===== src/rtl/sxu_pkg.sv =====
package sxu_pkg;
  typedef enum logic [2:0] {
    K_NONE, K_JUMP, K_CALL, K_RET, K_PUSH, K_POP, K_BAD
  } kind_t;

  localparam logic [3:0] OP_JUMP = 4'h7;
  localparam logic [3:0] OP_CALL = 4'h8;
  localparam logic [3:0] OP_RET  = 4'h9;
  localparam logic [3:0] OP_PUSH = 4'hA;
  localparam logic [3:0] OP_POP  = 4'hB;
  localparam logic [3:0] JUMP_FN_MAX = 4'd6;

  localparam logic [2:0] ST_IDLE = 3'd0;
  localparam logic [2:0] ST_OK   = 3'd1;
  localparam logic [2:0] ST_ADR  = 3'd3;
  localparam logic [2:0] ST_INS  = 3'd4;

  function automatic logic uses_stack(kind_t k);
    return (k == K_CALL) || (k == K_RET) || (k == K_PUSH) || (k == K_POP);
  endfunction
endpackage


===== src/rtl/sxu_decode.sv =====
module sxu_decode
  import sxu_pkg::*;
(
  input  logic       valid,
  input  logic [3:0] op,
  input  logic [3:0] fn,
  output kind_t      kind
);
  always_comb begin
    kind = K_NONE;
    if (valid) begin
      case (op)
        OP_JUMP: kind = (fn <= JUMP_FN_MAX) ? K_JUMP : K_BAD;
        OP_CALL: kind = (fn == 4'd0) ? K_CALL : K_BAD;
        OP_RET:  kind = (fn == 4'd0) ? K_RET  : K_BAD;
        OP_PUSH: kind = (fn == 4'd0) ? K_PUSH : K_BAD;
        OP_POP:  kind = (fn == 4'd0) ? K_POP  : K_BAD;
        default: kind = K_BAD;
      endcase
    end
  end
endmodule


===== src/rtl/sxu_issue.sv =====
module sxu_issue
  import sxu_pkg::*;
#(
  parameter int W    = 64,
  parameter int RW   = 4,
  parameter int STEP = 8
) (
  input  logic          clk,
  input  logic          rst,
  input  kind_t         kind,
  input  logic [3:0]    fn,
  input  logic [W-1:0]  sp,
  input  logic [RW-1:0] ra_id,
  input  logic [W-1:0]  ra_val,
  input  logic [W-1:0]  dest,
  input  logic [W-1:0]  next_pc,
  input  logic          cond,
  output logic [W-1:0]  req_addr,
  output logic          req_rd,
  output logic          req_wr,
  output logic [W-1:0]  req_wdata,
  output kind_t         s_kind,
  output logic [W-1:0]  s_sp,
  output logic [W-1:0]  s_pc,
  output logic [RW-1:0] s_rid
);
  localparam logic [W-1:0] STEP_V = W'(STEP);

  logic [W-1:0] sp_dn, sp_up;
  logic [W-1:0] a_n, wd_n, sp_n, pc_n;
  logic         rd_n, wr_n;

  assign sp_dn = sp - STEP_V;
  assign sp_up = sp + STEP_V;

  always_comb begin
    a_n = '0; wd_n = '0; sp_n = '0; pc_n = '0; rd_n = 1'b0; wr_n = 1'b0;
    case (kind)
      K_PUSH: begin a_n = sp_dn; wr_n = 1'b1; wd_n = ra_val; sp_n = sp_dn; end
      K_CALL: begin a_n = sp_dn; wr_n = 1'b1; wd_n = next_pc; sp_n = sp_dn; pc_n = dest; end
      K_POP:  begin a_n = sp; rd_n = 1'b1; sp_n = sp_up; end
      K_RET:  begin a_n = sp; rd_n = 1'b1; sp_n = sp_up; end
      K_JUMP: pc_n = (fn == 4'd0 || cond) ? dest : next_pc;
      default: ;
    endcase
  end

  always_ff @(posedge clk) begin
    if (rst) begin
      req_addr <= '0; req_rd <= 1'b0; req_wr <= 1'b0; req_wdata <= '0;
      s_kind <= K_NONE; s_sp <= '0; s_pc <= '0; s_rid <= '0;
    end else begin
      req_addr <= a_n; req_rd <= rd_n; req_wr <= wr_n; req_wdata <= wd_n;
      s_kind <= kind; s_sp <= sp_n; s_pc <= pc_n;
      s_rid <= (kind == K_POP) ? ra_id : '0;
    end
  end
endmodule


===== src/rtl/sxu_commit.sv =====
module sxu_commit
  import sxu_pkg::*;
#(
  parameter int W     = 64,
  parameter int RW    = 4,
  parameter int SP_ID = 4
) (
  input  logic          clk,
  input  logic          rst,
  input  kind_t         s_kind,
  input  logic [W-1:0]  s_sp,
  input  logic [W-1:0]  s_pc,
  input  logic [RW-1:0] s_rid,
  input  logic [W-1:0]  mem_rdata,
  input  logic          mem_err,
  output logic          res_valid,
  output logic [2:0]    res_status,
  output logic          res_sp_we,
  output logic [W-1:0]  res_sp,
  output logic          res_pc_we,
  output logic [W-1:0]  res_pc,
  output logic          res_reg_we,
  output logic [RW-1:0] res_reg_id,
  output logic [W-1:0]  res_reg_data
);
  localparam logic [RW-1:0] SP_REG = RW'(SP_ID);

  logic bad_adr, ok, pop_sp, sp_w, pc_w, rg_w;

  assign bad_adr = uses_stack(s_kind) && mem_err;
  assign ok      = (s_kind != K_NONE) && (s_kind != K_BAD) && !bad_adr;
  assign pop_sp  = (s_kind == K_POP) && (s_rid == SP_REG);
  assign sp_w    = ok && uses_stack(s_kind);
  assign pc_w    = ok && (s_kind == K_JUMP || s_kind == K_CALL || s_kind == K_RET);
  assign rg_w    = ok && (s_kind == K_POP) && !pop_sp;

  always_ff @(posedge clk) begin
    if (rst) begin
      res_valid <= 1'b0; res_status <= ST_IDLE;
      res_sp_we <= 1'b0; res_sp <= '0; res_pc_we <= 1'b0; res_pc <= '0;
      res_reg_we <= 1'b0; res_reg_id <= '0; res_reg_data <= '0;
    end else begin
      res_valid  <= (s_kind != K_NONE);
      res_status <= (s_kind == K_NONE) ? ST_IDLE :
                    (s_kind == K_BAD)  ? ST_INS  :
                    bad_adr            ? ST_ADR  : ST_OK;
      res_sp_we    <= sp_w;
      res_sp       <= !sp_w ? '0 : (pop_sp ? mem_rdata : s_sp);
      res_pc_we    <= pc_w;
      res_pc       <= !pc_w ? '0 : ((s_kind == K_RET) ? mem_rdata : s_pc);
      res_reg_we   <= rg_w;
      res_reg_id   <= rg_w ? s_rid : '0;
      res_reg_data <= rg_w ? mem_rdata : '0;
    end
  end
endmodule


===== src/rtl/stack_xfer_unit.sv =====
module stack_xfer_unit
  import sxu_pkg::*;
#(
  parameter int W     = 64,
  parameter int RW    = 4,
  parameter int STEP  = 8,
  parameter int SP_ID = 4
) (
  input  logic          clk,
  input  logic          rst,
  input  logic          in_valid,
  input  logic [3:0]    in_op,
  input  logic [3:0]    in_fn,
  input  logic [W-1:0]  in_sp,
  input  logic [RW-1:0] in_ra_id,
  input  logic [W-1:0]  in_ra_val,
  input  logic [W-1:0]  in_dest,
  input  logic [W-1:0]  in_next_pc,
  input  logic          in_cond,
  input  logic [W-1:0]  mem_rdata,
  input  logic          mem_err,
  output logic [W-1:0]  req_addr,
  output logic          req_rd,
  output logic          req_wr,
  output logic [W-1:0]  req_wdata,
  output logic          res_valid,
  output logic [2:0]    res_status,
  output logic          res_sp_we,
  output logic [W-1:0]  res_sp,
  output logic          res_pc_we,
  output logic [W-1:0]  res_pc,
  output logic          res_reg_we,
  output logic [RW-1:0] res_reg_id,
  output logic [W-1:0]  res_reg_data
);
  kind_t         kind, s_kind;
  logic [W-1:0]  s_sp, s_pc;
  logic [RW-1:0] s_rid;

  sxu_decode u_dec (.valid(in_valid), .op(in_op), .fn(in_fn), .kind(kind));

  sxu_issue #(.W(W), .RW(RW), .STEP(STEP)) u_iss (
    .clk(clk), .rst(rst), .kind(kind), .fn(in_fn), .sp(in_sp),
    .ra_id(in_ra_id), .ra_val(in_ra_val), .dest(in_dest),
    .next_pc(in_next_pc), .cond(in_cond),
    .req_addr(req_addr), .req_rd(req_rd), .req_wr(req_wr), .req_wdata(req_wdata),
    .s_kind(s_kind), .s_sp(s_sp), .s_pc(s_pc), .s_rid(s_rid));

  sxu_commit #(.W(W), .RW(RW), .SP_ID(SP_ID)) u_com (
    .clk(clk), .rst(rst), .s_kind(s_kind), .s_sp(s_sp), .s_pc(s_pc),
    .s_rid(s_rid), .mem_rdata(mem_rdata), .mem_err(mem_err),
    .res_valid(res_valid), .res_status(res_status),
    .res_sp_we(res_sp_we), .res_sp(res_sp),
    .res_pc_we(res_pc_we), .res_pc(res_pc),
    .res_reg_we(res_reg_we), .res_reg_id(res_reg_id), .res_reg_data(res_reg_data));
endmodule


===== config.mk =====
export PLATFORM = sky130hd
export DESIGN_NAME = stack_xfer_unit
export DESIGN_NICKNAME = d
export VERILOG_FILES = /design/src/rtl/sxu_pkg.sv /design/src/rtl/sxu_decode.sv /design/src/rtl/sxu_issue.sv /design/src/rtl/sxu_commit.sv /design/src/rtl/stack_xfer_unit.sv
export SDC_FILE = /design/constraint.sdc
export NUM_CORES = 1
export LEC_CHECK = 0
export ABC_CLOCK_PERIOD_IN_PS = 3300
export BUFFER_PORTS_ARGS = -buffer_cell sky130_fd_sc_hd__buf_2
export CAP_MARGIN = 20
export CORE_AREA = 4 4 255 257
export DETAILED_ROUTE_END_ITERATION = 10
export DIE_AREA = 0 0 259 261
export RECOVER_POWER = 50
export SLEW_MARGIN = 20
export SYNTH_ARGS = -nofsm -noshare
export SYNTH_HDL_FRONTEND = slang
export SYNTH_HIERARCHICAL = 1
export SYNTH_SLANG_ARGS = --single-unit

===== constraint.sdc =====
create_clock -name clk -period 3.3 [get_ports clk]
set_clock_uncertainty 0.15 [all_clocks]
set_input_delay 0.33 -clock clk [delete_from_list [all_inputs] [get_ports clk]]
set_output_delay 0.33 -clock clk [all_outputs]
set_load 0.005 [all_outputs]

After elaboration in Yosys (flattened, before gate mapping)

Index checks and enable logic that the tools add are counted.

Bits in registers: 468
Bits of input ports: 337
Logic and storage cells: 88

Add/subtract/negate cells: 2
$lt $le $gt $ge: 1
Eq/ne operators: 18
Multiplexer cells: 18
Bitwise logic cells: 4
Reductions and logical operators: 27

Operators by type and width:

| operator                                                                         | number |
|---|---|
| 64-bit case mux with 2 select lines                                              | 4 |
| 64-bit 2-to-1 mux                                                                | 3 |
| 64-bit by 4-bit adder with 64-bit output, second input constant                  | 1 |
| 64-bit by 4-bit subtractor with 64-bit output, second input constant             | 1 |
| 4-bit == test, second input constant                                             | 4 |
| 3-bit == test, second input constant                                             | 5 |
| 3-bit 2-to-1 mux                                                                 | 5 |
| 3-bit case mux with 5 select lines                                               | 1 |
| 2-bit OR reduction                                                               | 7 |
| 3-bit by 2-bit == test with 1-bit output, second input constant                  | 4 |
| 4-bit by 3-bit == test with 1-bit output, second input constant                  | 2 |
| 1-bit logical AND                                                                | 8 |
| 3-bit by 1-bit == test with 1-bit output, second input constant                  | 2 |
| 1-bit logical OR                                                                 | 6 |
| 2-bit 2-to-1 mux                                                                 | 3 |
| 4-bit by 3-bit less-or-equal comparator with 1-bit output, second input constant | 1 |
| 4-bit logical NOT                                                                | 1 |
| 1-bit NOT                                                                        | 4 |
| 3-bit logical NOT                                                                | 1 |
| 3-bit != test, second input constant                                             | 1 |
| 3-bit nonzero test                                                               | 1 |
| 3-bit OR reduction                                                               | 1 |
| 1-bit logical NOT                                                                | 2 |
| 1-bit 2-to-1 mux                                                                 | 2 |

Logic depth before layout (Yosys ltp)

Word-level depth: 11
Gate-level depth with buffers: 11
Depth with buffers taken out: 9

Hierarchy

The synthesis kept the hierarchy.

Modules (own cells, without submodules):

| module     | instances | cells each | area an instance (sq um) | sequential area each (sq um) |
|---|---|---|---|---|
| sxu_issue  | 1         | 1255       | 10857.9                  | 5245.0 |
| sxu_commit | 1         | 743        | 6692.7                   | 4063.9 |
| sxu_decode | 1         | 14         | 98.8                     | 0.0 |

Worst setup path after synthesis

No wires, ideal clock.

Kind: input to register
Start: input in_op[3]
End: register u_iss.req_addr[46]
Arrival: 2.740 ns
Setup slack: 0.282 ns
Stages: 10
Path through: or3b_4 nor4b_2 o211a_1 clkbuf_1 or3_1 or4_4 nor4_4 and4b_1 xnor2_1 nor2_1

Longest elaborated chain between the ends: 6
Elaborated cells between the ends (all ways): 14

RTL lines:

| what                                                                             | RTL line              | source |
|---|---|---|
| start, declared                                                                  | stack_xfer_unit.sv:12 | `input logic [3:0] in_op,` |
| 4-bit == test / 4-bit by 3-bit == test with 1-bit output (equally long branches) | sxu_decode.sv:12      | `case (op)` |
| 3-bit case mux with 5 select lines (*)                                           | sxu_decode.sv:12      |  |
| 3-bit 2-to-1 mux (*)                                                             | sxu_decode.sv:11      | `if (valid) begin` |
| net kind[0]                                                                      | stack_xfer_unit.sv:36 | `kind_t kind, s_kind;` |
| 3-bit by 2-bit == test with 1-bit output / 3-bit == test (equally long branches) | sxu_issue.sv:38       | `case (kind)` |
| 2-bit OR reduction (no line)                                                     | -                     |  |
| 64-bit case mux with 2 select lines (*)                                          | sxu_issue.sv:38       |  |
| end signal, assigned                                                             | sxu_issue.sv:53       | `req_addr <= a_n; req_rd <= rd_n; req_wr <= wr_n; req_wdata <= wd_n;` |
| end, declared                                                                    | sxu_issue.sv:18       | `output logic [W-1:0] req_addr,` |

The timed path passes the listed nets; every way through them passes the cells marked *.
A chain may end at the register's enable or synchronous reset.

Worst setup path after layout

Start: input in_fn[1]
End: register u_iss.req_wdata[53]

Longest elaborated chain between the ends: 6
Elaborated cells between the ends (all ways): 12

RTL lines:

| what                                                                                                  | RTL line                                             | source |
|---|---|---|
| start, declared                                                                                       | stack_xfer_unit.sv:13                                | `input logic [3:0] in_fn,` |
| 4-bit by 3-bit less-or-equal comparator with 1-bit output / 4-bit logical NOT (equally long branches) | sxu_decode.sv:13, sxu_decode.sv:16, sxu_decode.sv:17 |  |
| 3-bit 2-to-1 mux, or another cell as far along                                                        | sxu_decode.sv:13                                     | `OP_JUMP: kind = (fn <= JUMP_FN_MAX) ? K_JUMP : K_BAD;` |
| 3-bit case mux with 5 select lines (*)                                                                | sxu_decode.sv:12                                     |  |
| 3-bit 2-to-1 mux (*)                                                                                  | sxu_decode.sv:11                                     |  |
| net kind[1]                                                                                           | stack_xfer_unit.sv:36                                |  |
| 3-bit by 2-bit == test with 1-bit output / 3-bit == test (equally long branches)                      | sxu_issue.sv:38                                      |  |
| 64-bit case mux with 2 select lines (*)                                                               | sxu_issue.sv:38                                      |  |
| end signal, assigned                                                                                  | sxu_issue.sv:53                                      |  |
| end, declared                                                                                         | sxu_issue.sv:21                                      | `output logic [W-1:0] req_wdata,` |

Marks and branches as above.

==> results.sh <==
export IMPL_crit_fanout=30
export IMPL_cap_violations=0
export IMPL_rsz0062_at_grt="no"
export IMPL_finalSetupTns_ps=0
export IMPL_start_kind="input pin"
export IMPL_path_buf_inv=3
export IMPL_worstMarginPinSlew_ps=1240
export IMPL_synthDistinctLibCells=64
export IMPL_status="finished, final reports clean"
export IMPL_intPower_mw=10.4
export IMPL_synth_cell_area_sq_um=17600
export IMPL_swShare_pct=23.6
export IMPL_hp_class="input pin to flip-flop"
export IMPL_grt_pass1_vias=19000
export IMPL_finalCritPeriodShare_pct=95.8
export IMPL_synth_top_family_by_area="simple AND/OR/NAND/NOR gates"
export IMPL_drcViolationCount=0
export IMPL_cpMostUsedCell="nor2_1"
export IMPL_yosys_top_cells_area="dfxtp_1, a22oi_1, nor2_1"
export IMPL_crit_required_ps=3640
export IMPL_crit_path_top_delay_cell="nor3b_2"
export IMPL_synth_top_area_cell="dfxtp_1"
export IMPL_cts_tree="built"
export IMPL_drt_iter0_drc=2197
export IMPL_synthXorXnorAreaFrac_pct=4.81
export IMPL_drive_above_1_share_pct=19.1
export IMPL_p_clk_share_pct=46.1
export IMPL_gp_congestion=0.926
export IMPL_die_area_sq_um=67600
export IMPL_relSlewSlack_pct=17.2
export IMPL_synthMuxAreaShare_pct=0.291
export IMPL_netlist_area_leader_share_pct=52.7
export IMPL_synthFlopType="dfxtp_1"
export IMPL_yosysMostFrequentCell="dfxtp_1"
export IMPL_seq_area_sq_um=9310
export IMPL_power_density_nw_per_um2=501
export IMPL_fp_dieW_um=259
export IMPL_ys_seq_area_share_pct=52.7
export IMPL_cts_buffers=51
export IMPL_drt_total_wl_mm=84.7
export IMPL_clk_latency_ps=570
export IMPL_clock_fmax_mhz=316
export IMPL_fin_area_sq_um=27200
export IMPL_synth_fa_ha_area_share_pct=0.142
export IMPL_worstSetupEndpointType="flip-flop"
export IMPL_grt_remaining_overflow=0
export IMPL_floorplan_rows=92
export IMPL_h_tree_depth=2
export IMPL_path_delay_family="simple AND/OR/NAND/NOR gates"
export IMPL_hold_violations=0
export IMPL_synth_compound_area_share_pct=13.7
export IMPL_path_cells="buf_2 -> or4b_1 -> o21ai_0 -> nor2_1 -> nor3b_2 -> buf_4 -> a22oi_1 -> dlygate4sd3_1 -> nor2_1"
export IMPL_critPathKind="input pin to flip-flop"
export IMPL_slew_viol_final=0
export IMPL_timing_final_crit_period_ps=3160
export IMPL_synthToLayoutAreaGrowth_pct=54.0
export IMPL_post_drt_via_cell_ratio=4.99
export IMPL_nets=3331
export IMPL_power_switching_mw=3.22
export IMPL_power_frac_seq_pct=43.1
export IMPL_placed_area_sq_um=22000
export IMPL_ioPinCount=670
export IMPL_combPwrFrac_pct=10.8
export IMPL_synth_avg_cell_area_sq_um=8.77
export IMPL_finalSetupViolations=0
export IMPL_peakVddDrop_uv=341
export IMPL_vias=19400
export IMPL_clock_path_buffers=3
export IMPL_synth_simple_gate_area_share_pct=23.6
export IMPL_root_buffer="clkbuf_16"
export IMPL_clk_pin_slew_ps=60
export IMPL_synth_cells=2012
export IMPL_wl_per_cell_um=21.8
export IMPL_ys_warnings_count=6
export IMPL_synth_edf_count=0
export IMPL_cts_sinks=465
export IMPL_core_area_sq_um=62700
export IMPL_die_h_um=261
export IMPL_multi_input_area_sq_um=7570
export IMPL_grt_max_degree=67
export IMPL_synth_common_cells="dfxtp_1, nor2_1, nand2_1"
export IMPL_syn_nets=2351
export IMPL_synth_seq_cells=465
export IMPL_dpl_hpwl_mm=58.7
export IMPL_grt_first_pass_wirelength_mm=120
export IMPL_antenna_found_initial=9
export IMPL_start_util_pct=28.1
export IMPL_async_reset_ff_share_pct=0
export IMPL_leakagePower_nw=10.4
export IMPL_critPathArrivalTime_ps=3500
export IMPL_grt_usage_pct=23.1
export IMPL_io_buffers=669
export IMPL_ant_nets=0
export IMPL_slowest_delay_ps=720
export IMPL_fillers=6109
export IMPL_drt_pass1_iterations=6
==> worst paths after layout <==
kind                            slack (ps)                  startpoint  cells past startpoint                             end
worst max-delay path                   140                    in_fn[1]                      9  u_iss/req_wdata[53]$_SDFF_PP0_
worst max register to register         390  u_iss/s_kind[1]$_SDFF_PP0_                      4      u_com/res_pc[7]$_SDFF_PP0_
worst min-delay path                    50                   in_sp[36]                      3       u_iss/s_sp[36]$_SDFF_PP0_
worst min register to register         280   u_iss/s_pc[25]$_SDFF_PP0_                      2     u_com/res_pc[25]$_SDFF_PP0_
==> stage by stage <==
| step | util, % | cells | total power [mW] | worst slack [ps] | hold slack, ps |
|---|---|---|---|---|---|
| global placement | 35.0 | 3414 | 7.04 | 44.0 | 276 |
| global route | 43.3 | 3885 | 14.0 | 10.2 | 42.0 |
| floorplan | - | 2012 | 6.42 | 282 | 252 |
| detailed placement | 35.0 | 3414 | 7.04 | 53.1 | 279 |
| finish | 43.3 | 3890 | 13.6 | 139 | 54.0 |
| CTS | 43.8 | 3874 | 13.7 | 74.0 | 7.78 |
==> state kept, by name, summed over array words and instances, names as in the netlist, 3 cells and up <==
| register | cells |
|---|---|
| u_iss/req_wdata | 64 |
| u_iss/s_rid | 4 |
| u_iss/req_addr | 64 |
| u_iss/s_pc | 64 |
| u_com/res_reg_id | 4 |
| u_com/res_pc | 64 |
| u_com/res_sp | 64 |
| u_com/res_status | 3 |
| u_iss/s_sp | 61 |
| u_iss/s_kind | 3 |
| u_com/res_reg_data | 64 |
==> worst reg2reg max path: stages, from the launching register on <==
cell	delay, ps
dfxtp_1	460
and3b_1	1040
clkbuf_2	740
nand2_1	250
a21oi_1	190
==> metal layers <==
metal	GRT usage (%)	up-vias	part of all wire [%]
li1	-	8894	-
met1	29.9	9183	41
met2	38.2	1079	47
met3	3.81	258	7.4
met4	10.2	0	5.2
met5	0	-	0
==> power groups by stage <==
| stage | logic (mW) | clock network [mW] | registers (mW) |
|---|---|---|---|
| 3_3_place_gp | 1.06 | 0 | 5.98 |
| 3_5_place_dp | 1.06 | 0 | 5.98 |
| 6_report | 1.47 | 6.28 | 5.86 |
| 5_1_grt | 1.57 | 6.59 | 5.87 |
| 2_1_floorplan | 0.461 | 0 | 5.96 |
| 4_1_cts | 1.43 | 6.37 | 5.86 |
==> placed cells by master, fill, tap and decap left out, types with 75 or more instances in the layout <==
cell type      instances
o21ai_0               75
nand2_1              189
a22oi_1              132
buf_2                400
clkbuf_1             277
nand3_1               98
nor2_1               262
and2_1                76
dfxtp_1              465
a21oi_1              148
dlygate4sd3_1        369
==> cell families after synthesis <==
| group | after synthesis |
|---|---|
| AND/OR/NAND/NOR | 852 |
| flip-flops | 465 |
| AO/OA/AOI/OAI | 395 |
| adder cells (fa/ha/maj) | 2 |
| buffers and inverters | 196 |
| multiplexers | 5 |
| XOR/XNOR | 97 |
==> cell type report <==
cell class | instances | share of cell area [%]
flip-flops and latches | 465 | 34.2
clock inverters | 22 | 1.36
clock buffers | 69 | 5.43
diodes | 14 | 0.129
inverters | 16 | 0.221
well taps | 846 | 3.89
repair buffers | 1106 | 26.9
multi-input cells | 1352 | 27.9
==> repair_timing <==
| action | CTS | global route |
|---|---|---|
| hold endpoints to repair | 405 | 0 |
| resized for setup | 0 | 1 |
| setup buffers | 0 | 1 |
| endpoints found under the setup margin | 0 | 1 |
| hold buffers | 369 | 0 |
No activity file was read; power rests on OpenSTA's default activity.
